## config.mk

```make
export PLATFORM = sky130hd
export DESIGN_NAME = ind_access_port
export DESIGN_NICKNAME = d
export VERILOG_FILES = /design/src/rtl/iap_pkg.sv /design/src/rtl/iap_decode.sv /design/src/rtl/iap_ctrl.sv /design/src/rtl/iap_regs.sv /design/src/rtl/ind_access_port.sv
export SDC_FILE = /design/constraint.sdc
export NUM_CORES = 1
export LEC_CHECK = 0
export ABC_AREA = 1
export ABC_CLOCK_PERIOD_IN_PS = 1600
export BUFFER_PORTS_ARGS = -buffer_cell sky130_fd_sc_hd__buf_2
export CAP_MARGIN = 10
export CELL_PAD_IN_SITES_DETAIL_PLACEMENT = 0
export CELL_PAD_IN_SITES_GLOBAL_PLACEMENT = 1
export CORE_ASPECT_RATIO = 0.5
export CORE_UTILIZATION = 30
export CTS_BUF_LIST = sky130_fd_sc_hd__clkbuf_4
export DETAILED_ROUTE_END_ITERATION = 8
export GPL_TIMING_DRIVEN = 0
export PLACE_DENSITY_LB_ADDON = 0.1
export SKIP_LAST_GASP = 1
export SLEW_MARGIN = 0
export SYNTH_ARGS = -nofsm -noshare
export SYNTH_HDL_FRONTEND = slang
export SYNTH_HIERARCHICAL = 1
export SYNTH_SLANG_ARGS = --single-unit
```

## constraint.sdc

```tcl
create_clock -name clk -period 1.6 [get_ports clk]
set_input_delay 0.16 -clock clk [delete_from_list [all_inputs] [get_ports clk]]
set_output_delay 0.16 -clock clk [all_outputs]
set_load 0.01 [all_outputs]
```

## src/rtl/iap_pkg.sv

```systemverilog
// Package: shared constants and types for the indirect access window.
// Assumes word addressing on the host bus; offsets below are behavioural.
package iap_pkg;
    localparam logic [6:0] ADDR_CHAN = 7'h38;
    localparam logic [6:0] ADDR_CTRL = 7'h3A;
    localparam logic [6:0] ADDR_OFFS = 7'h3B;
    localparam logic [6:0] ADDR_DATA = 7'h3C;

    localparam int BIT_WSTB = 0;   // write strobe, self-clearing
    localparam int BIT_RSTB = 1;   // read strobe, self-clearing
    localparam int BIT_MODE = 2;   // mode field occupies [3:2]
    localparam int BIT_BUSY = 8;   // read-only busy
    localparam int BIT_ERR  = 9;   // sticky error, write 1 to clear

    localparam logic [1:0] MODE_DIRECT = 2'b01;

    // One write-enable per window register
    typedef struct packed {
        logic chan;
        logic ctrl;
        logic offs;
        logic data;
    } win_sel_t;
endpackage

```

## src/rtl/iap_decode.sv

```systemverilog
// Module: iap_decode
// Decodes a bus write into per-register write enables. Enables are only
// raised while idle; a write that hits the window while busy is reported
// as blocked instead. Assumes bus_wr is a single-cycle strobe.
module iap_decode
    import iap_pkg::*;
#(
    parameter int ADDR_W = 7
) (
    input  logic [ADDR_W-1:0] addr,
    input  logic              wr,
    input  logic              busy,
    output win_sel_t          wr_en,
    output logic              blocked
);
    win_sel_t hit;

    // Address match for the four window registers
    always_comb begin
        hit.chan = (addr == ADDR_W'(ADDR_CHAN));
        hit.ctrl = (addr == ADDR_W'(ADDR_CTRL));
        hit.offs = (addr == ADDR_W'(ADDR_OFFS));
        hit.data = (addr == ADDR_W'(ADDR_DATA));
    end

    // Gate enables with idle state; flag writes that arrive while busy
    always_comb begin
        wr_en   = (wr && !busy) ? hit : '0;
        blocked = wr && busy && (|hit);
    end
endmodule

```

## src/rtl/iap_ctrl.sv

```systemverilog
// Module: iap_ctrl
// Launch sequencer: turns an accepted control write into one internal
// access and holds busy until the acknowledge. Assumes ctrl_wr is only
// raised while idle (gated by the decoder).
module iap_ctrl
    import iap_pkg::*;
(
    input  logic       clk,
    input  logic       rst_n,
    input  logic       ctrl_wr,
    input  logic [3:0] cmd,
    input  logic       int_ack,
    output logic       busy,
    output logic       dir_we,
    output logic       launch_err,
    output logic       rd_done
);
    logic mode_ok;
    logic rstb;
    logic wstb;
    logic go;

    // Classify the command: one strobe with mode 01 launches, else error
    always_comb begin
        mode_ok    = (cmd[BIT_MODE+1:BIT_MODE] == MODE_DIRECT);
        rstb       = cmd[BIT_RSTB];
        wstb       = cmd[BIT_WSTB];
        go         = ctrl_wr && (rstb ^ wstb) && mode_ok;
        launch_err = ctrl_wr && (rstb | wstb) && !((rstb ^ wstb) && mode_ok);
        rd_done    = busy && int_ack && !dir_we;
    end

    // Busy/direction state: set on launch, cleared on acknowledge
    always_ff @(posedge clk) begin
        if (!rst_n) begin
            busy   <= 1'b0;
            dir_we <= 1'b0;
        end else if (busy && int_ack) begin
            busy   <= 1'b0;
        end else if (go) begin
            busy   <= 1'b1;
            dir_we <= wstb;
        end
    end
endmodule

```

## src/rtl/iap_regs.sv

```systemverilog
// Module: iap_regs
// Window register file: channel, offset, data, mode and sticky error,
// plus the combinational read mux. Assumes write enables are already
// gated by the idle state.
module iap_regs
    import iap_pkg::*;
#(
    parameter int ADDR_W = 7,
    parameter int BUS_W  = 32,
    parameter int CHAN_W = 8,
    parameter int OFFS_W = 12,
    parameter int DATA_W = 16
) (
    input  logic              clk,
    input  logic              rst_n,
    input  win_sel_t          wr_en,
    input  logic [BUS_W-1:0]  wdata,
    input  logic [ADDR_W-1:0] addr,
    input  logic              busy,
    input  logic              err_set,
    input  logic              rd_done,
    input  logic [DATA_W-1:0] rd_data,
    output logic [CHAN_W-1:0] chan_q,
    output logic [OFFS_W-1:0] offs_q,
    output logic [DATA_W-1:0] data_q,
    output logic [BUS_W-1:0]  rdata
);
    logic [1:0] mode_q;
    logic       err_q;
    logic       unused_wdata;

    assign unused_wdata = ^wdata;

    // Channel and offset registers, written only while idle
    always_ff @(posedge clk) begin
        if (!rst_n) begin
            chan_q <= '0;
            offs_q <= '0;
        end else begin
            if (wr_en.chan) chan_q <= wdata[CHAN_W-1:0];
            if (wr_en.offs) offs_q <= wdata[OFFS_W-1:0];
        end
    end

    // Data register: bus write while idle, or read return on acknowledge
    always_ff @(posedge clk) begin
        if (!rst_n)          data_q <= '0;
        else if (rd_done)    data_q <= rd_data;
        else if (wr_en.data) data_q <= wdata[DATA_W-1:0];
    end

    // Mode field and sticky error; a new error wins over the clear
    always_ff @(posedge clk) begin
        if (!rst_n) begin
            mode_q <= '0;
            err_q  <= 1'b0;
        end else begin
            if (wr_en.ctrl) mode_q <= wdata[BIT_MODE+1:BIT_MODE];
            if (err_set)                        err_q <= 1'b1;
            else if (wr_en.ctrl && wdata[BIT_ERR]) err_q <= 1'b0;
        end
    end

    // Read mux, zero-extended; strobes always read as zero
    always_comb begin
        rdata = '0;
        if (addr == ADDR_W'(ADDR_CHAN)) rdata[CHAN_W-1:0] = chan_q;
        if (addr == ADDR_W'(ADDR_OFFS)) rdata[OFFS_W-1:0] = offs_q;
        if (addr == ADDR_W'(ADDR_DATA)) rdata[DATA_W-1:0] = data_q;
        if (addr == ADDR_W'(ADDR_CTRL)) begin
            rdata[BIT_MODE+1:BIT_MODE] = mode_q;
            rdata[BIT_BUSY]            = busy;
            rdata[BIT_ERR]             = err_q;
        end
    end
endmodule

```

## src/rtl/ind_access_port.sv

```systemverilog
// Module: ind_access_port
// Top of the indirect access window: bus-side register window that
// launches single 16-bit accesses into a per-channel internal space over
// a request/acknowledge port. Assumes int_ack is a one-cycle pulse given
// only while int_req is high.
module ind_access_port
    import iap_pkg::*;
#(
    parameter int ADDR_W = 7,
    parameter int BUS_W  = 32,
    parameter int CHAN_W = 8,
    parameter int OFFS_W = 12,
    parameter int DATA_W = 16
) (
    input  logic              clk,
    input  logic              rst_n,
    input  logic [ADDR_W-1:0] bus_addr,
    input  logic              bus_wr,
    input  logic [BUS_W-1:0]  bus_wdata,
    output logic [BUS_W-1:0]  bus_rdata,
    output logic              int_req,
    output logic              int_we,
    output logic [CHAN_W-1:0] int_chan,
    output logic [OFFS_W-1:0] int_offs,
    output logic [DATA_W-1:0] int_wdata,
    input  logic              int_ack,
    input  logic [DATA_W-1:0] int_rdata
);
    win_sel_t wr_en;
    logic     blocked;
    logic     busy;
    logic     launch_err;
    logic     rd_done;

    iap_decode #(.ADDR_W(ADDR_W)) u_decode (
        .addr    (bus_addr),
        .wr      (bus_wr),
        .busy    (busy),
        .wr_en   (wr_en),
        .blocked (blocked)
    );

    iap_ctrl u_ctrl (
        .clk        (clk),
        .rst_n      (rst_n),
        .ctrl_wr    (wr_en.ctrl),
        .cmd        (bus_wdata[3:0]),
        .int_ack    (int_ack),
        .busy       (busy),
        .dir_we     (int_we),
        .launch_err (launch_err),
        .rd_done    (rd_done)
    );

    iap_regs #(
        .ADDR_W (ADDR_W),
        .BUS_W  (BUS_W),
        .CHAN_W (CHAN_W),
        .OFFS_W (OFFS_W),
        .DATA_W (DATA_W)
    ) u_regs (
        .clk     (clk),
        .rst_n   (rst_n),
        .wr_en   (wr_en),
        .wdata   (bus_wdata),
        .addr    (bus_addr),
        .busy    (busy),
        .err_set (blocked | launch_err),
        .rd_done (rd_done),
        .rd_data (int_rdata),
        .chan_q  (int_chan),
        .offs_q  (int_offs),
        .data_q  (int_wdata),
        .rdata   (bus_rdata)
    );

    // Request follows the busy state of the sequencer
    assign int_req = busy;
endmodule

```

# After elaboration in Yosys (flattened, before gate mapping)
# Index checks and enable logic that the tools add are counted.
dict set report word_totals {
  output_inout_bits 70
  register_bits 41
  word_cells 46
}
dict set report op_classes {
  bitwise_logic 5
  mux 10
  n_eq_ne 5
  n_reduce_logical 19
}
# cell n
set ops {}
lappend ops {{$mux 16} 3}
lappend ops {{$eq 7x6->1 const B} 4}
lappend ops {{$mux 12} 1}
lappend ops {{$logic_and 1x1->1} 11}
lappend ops {{$mux 8} 1}
lappend ops {{$mux 2} 2}
lappend ops {{$mux 4} 1}
lappend ops {{$reduce_bool 2->1} 2}
lappend ops {{$reduce_or 4->1} 1}
lappend ops {{$logic_not 1->1} 3}
lappend ops {{$eq 2x1->1 const B} 1}
lappend ops {{$mux 1} 2}
lappend ops {{$not 1->1} 2}
lappend ops {{$or 1x1->1} 2}
lappend ops {{$reduce_and 2->1} 1}
lappend ops {{$reduce_or 2->1} 1}
lappend ops {{$xor 1x1->1} 1}

# Longest topological paths before layout
dict set report depth {
  ltp_word 7
  depth_mapped 12
}

# Cells and area by module
# Netlist, hierarchy kept.
# mod cells_per_inst n_inst area_each_um2
set by_module_without_submodules {}
lappend by_module_without_submodules {iap_regs 305 1 2018.2}
lappend by_module_without_submodules {iap_ctrl 27 1 151.4}
lappend by_module_without_submodules {iap_decode 30 1 121.4}
lappend by_module_without_submodules {ind_access_port 3 1 11.3}

# Worst setup path before layout
# Ideal clock, no wire load.
dict set report synth_path {
  kind {reg2reg}
  from {reg u_ctrl.busy}
  to {reg u_regs.data_q[10]}
  required_ns 1.491
  slack_ns 0.231
  stages_incl_launch_ff 12
  setup_ns 0.109
  arrival_time_ns 1.260
  cell_sequence {dfxtp_1 nand2_1 nor2_1 buf_6 inv_2 nand2_4 inv_2 buf_6 nand2_1 nand3_1 nand2_1 inv_1}
}
dict set report synth_between {
  word_cells_on_any_way 7
}
# element line
set synth_rtl {}
lappend synth_rtl {{from (decl)} iap_ctrl.sv:13} ;# output logic busy,
lappend synth_rtl {{from (signal assigned)} iap_ctrl.sv:36} ;# busy <= 1'b0;
lappend synth_rtl {{from (signal assigned)} iap_ctrl.sv:39} ;# busy <= 1'b0;
lappend synth_rtl {{from (signal assigned)} iap_ctrl.sv:41} ;# busy <= 1'b1;
lappend synth_rtl {{$logic_and 1x1->1 (*) (2 in a row)} iap_ctrl.sv:30} ;# rd_done = busy && int_ack && !dir_we;
lappend synth_rtl {{via rd_done} ind_access_port.sv:33} ;# logic rd_done;
lappend synth_rtl {{$mux 16 or $reduce_bool 2->1 (tied branches)} -}
lappend synth_rtl {{to (signal assigned)} iap_regs.sv:48} ;# else if (rd_done) data_q <= rd_data;
lappend synth_rtl {{to (signal assigned)} iap_regs.sv:49} ;# else if (wr_en.data) data_q <= wdata[DATA_W-1:0];
lappend synth_rtl {{to (decl)} iap_regs.sv:25} ;# output logic [DATA_W-1:0] data_q,
# The timed path passes the listed nets; every way through them passes the cells marked *.
# A chain may end at the register's enable or synchronous reset.

==> results.md <==
- Run status: finished clean
- CTS H-tree lvls: 2
- Final Cell Area: 0.00303 mm²
- Multiplexer share of the synthesized area: 0%
- Num CTS Buffers: 5
- Max Slew Vio Count: 0
- Final Skew: 8.91 ps
- Seq/Total Area, Yosys: between 30% and 40%
- # nets final: 543
- Synth Area in Simple Gates: 37.4%
- HPWL after DPL: 5480 µm
- Core Area: approximately 0.0074 mm²
- Critical path endpoint category: flop
- Min-delay src: bus_wdata[11]
- Yosys Warn Count: 6
- Compound-gate portion of the synthesized area: 9.02%
- Largest family of logic cells by synthesized area: simple AND/OR/NAND/NOR gates
- Fin crit period: 1470 ps
- Worst hold path class: primary input to flop
- First-pass GRT wire length: 11600 µm
- Setup bufs post-CTS: 0
- R2R Path End: u_regs/offs_q[8]
- Clock Latency Late Sink: around 360 ps
- Post-Place Cells: around 570
- CP max-delay cell: dfxtp_4
- Area share of the largest cell type after synthesis: 35.7%
- Crit-path max cell delay: 390 ps
- RSZ-0062 raised after global routing: yes
- Placed cell areas: 0.00296 mm²
- Hold Violations, Final: 0
- Worst Hold Path EP: u_regs/offs_q[11]
- Area of the mapped netlist: roughly 0.0023 mm²
- Max Clk Rate: 679 MHz
- Die Span X: 126 µm
- Power per cell area: slightly below 600 mW/mm²
- Vias in the first global route: 2251
- Max-cap viol count: 0
- Starting Density: between 30% and 40%
- Worst Path Required: approximately 1900 ps
- Longest Clk Path Bufs: 2
- DRT iter0 DRCs: 80
- Crit path from: u_ctrl/busy
- Number of port buffers: 96
- RR Startpoint: u_ctrl/busy
- Final setup fails: 0
- Mean area per synthesized cell: 6.31 µm²
- Clock Pin Slew Worst Setup and Hold Paths: between 100 and 150 ps
- Leakage: around 1.8 nW
- Ant diodes: 0
- Netlist cell types: 23
- Top cell type by total area after synthesis: dfxtp_1
- Mapped Cells: between 300 and 400
- Critical Path Source Type: flop
- CP max FO: 10
- Post-Synth Adder-Cell Area: less than 1%
- Cells along the critical path: inv_1, nand2_1, nor2_1, buf_2, buf_2, o21ai_0, nor2_1
- Die ar.: 0.00805 mm²
- Remaining global-route overflow: 0
- Commonest non-fill, non-tap cells in the layout: nand2_1, buf_2, inv_1
- First-pass iteration count of the detailed router: 5
- Post-Synth XOR/XNOR Area: 0%
- Tcrit/Tclk final: 92.0%
- Vias: 2499
- FF-to-FF setup slack: 130 ps
- Die H: between 60 and 70 µm
- Critical path type: flop to flop
- Largest cells by area after synthesis: dfxtp_1, nand2_1, nand3_1, inv_1, nor2_1
- Fill cell count: 853
- Via density: roughly 4.3
- CTS root buf: clkbuf_4
- Share of cells above drive strength 1: between 30% and 40%
- Placer Congestion: 0.726
- #FFs+latches synth: 41
- Sink Count: 41
- Synth-to-layout area growth: 31.5%
- Antenna-violating nets left: 0
- CP arrival: 1780 ps
- Max VDD drop: 0.000257 V
- Largest net degree at the start of global routing: 14
- Cell depth of the worst flop-to-flop path: 7
- Final WL: 7260 µm
- Total power: 1.77 mW
- Total track usage: 18.6%
- Cell Count, Final, Fillers Out: just under 600
- Initial antenna violation count: 0
- CTS tree: done
- WL/cell: 12.5 µm
- Post-route DRC: 0
- Hold depth: 3
- I/O Pins: around 130
- Placement Rows: 22
[stage by stage]
step                hold WS (ps)  setup WS (ps)  util [%]  TNS, ps
finish                      35.7            128      41.0        0
global route                31.5          -28.1      41.0    -35.3
CTS                         20.6           67.6      40.9        0
detailed placement           420           14.2      40.1        0
global placement             415           31.4      40.1        0
floorplan                    281            231         -        0
[per-layer routing]
layer  wire [µm]  GRT usage [%]  vias to the layer above
met3         361           3.27                        3
li1            -              -                     1337
met4          18           4.07                        0
met5           0              0                        -
met2        3260           30.7                       80
met1        3630           25.3                     1079
[power by group]
group | internal, mW | switching [mW] | leakage (nW)
Combinational | 0.0858 | 0.117 | 1.41
Clock | 0.166 | 0.381 | 0.0310
Sequential | 1.02 | 0.00246 | 0.331
[flip-flops by register name, indices dropped and copies added (netlist names)]
signal,count
u_ctrl/dir_we,1
u_regs/offs_q,12
u_regs/mode_q,2
u_regs/chan_q,8
u_ctrl/busy,1
u_regs/err_q,1
u_regs/data_q,16
[synth_stat cells]
| cell | count |
|---|---|
| nand2_4 | 1 |
| inv_1 | 45 |
| nor2_1 | 45 |
| nor2_2 | 5 |
| nand2_1 | 104 |
| clkbuf_1 | 3 |
| nand3_1 | 41 |
| o21ai_0 | 22 |
| buf_2 | 8 |
| nor2_4 | 1 |
| nand4_1 | 2 |
| o211ai_1 | 5 |
| conb_1 | 1 |
| buf_4 | 17 |
| nand2_2 | 1 |
| dfxtp_1 | 41 |
| nand3_2 | 1 |
| a21oi_1 | 12 |
| nand3b_1 | 1 |
| and2_1 | 1 |
| inv_2 | 4 |
| buf_6 | 3 |
| ha_1 | 1 |
[worst max-delay path, delay by kind of cell (launching register included)]
kind                   cells  cell delay (ps)
buffers and inverters      3              550
DFF                        1              390
and+or+nand+nor            3              360
AOI/OAI and AO/OA          1              130
[worst max path at each step]
stage / to / slack (ps) / depth (start not counted)
after floorplan: u_regs/data_q[10] / 230 / 11
after global placement: u_regs/data_q[14] / 30 / 11
after detailed placement: u_regs/data_q[13] / 10 / 11
after CTS: u_regs/chan_q[7] / 70 / 6
after global routing: u_regs/chan_q[4] / -30 / 6
final: u_regs/offs_q[8] / 130 / 7
[logic make-up after synthesis]
kind of cell / after synthesis
other: 1
AOI/OAI and AO/OA: 39
and+or+nand+nor: 203
buffers and inverters: 80
DFF: 41
adders and majority gates: 1
[area by class of cell]
cell class | count | area (µm²) | area share, %
multi-input combinational | 259 | 1150 | 37.9
sequential | 41 | 825 | 27.2
timing repair buffer | 96 | 480 | 15.9
buffer | 31 | 214 | 7.07
inverter | 49 | 184 | 6.08
tap | 96 | 120 | 3.97
clock buffer | 5 | 37.5 | 1.24
clock inverter | 3 | 17.5 | 0.579
[timing repair]
action / CTS / global route
hold buffers: 0 / 0
resized for setup: 1 / 6
setup endpoints to repair: 4 / 17
(Power assumes the default switching activity.)
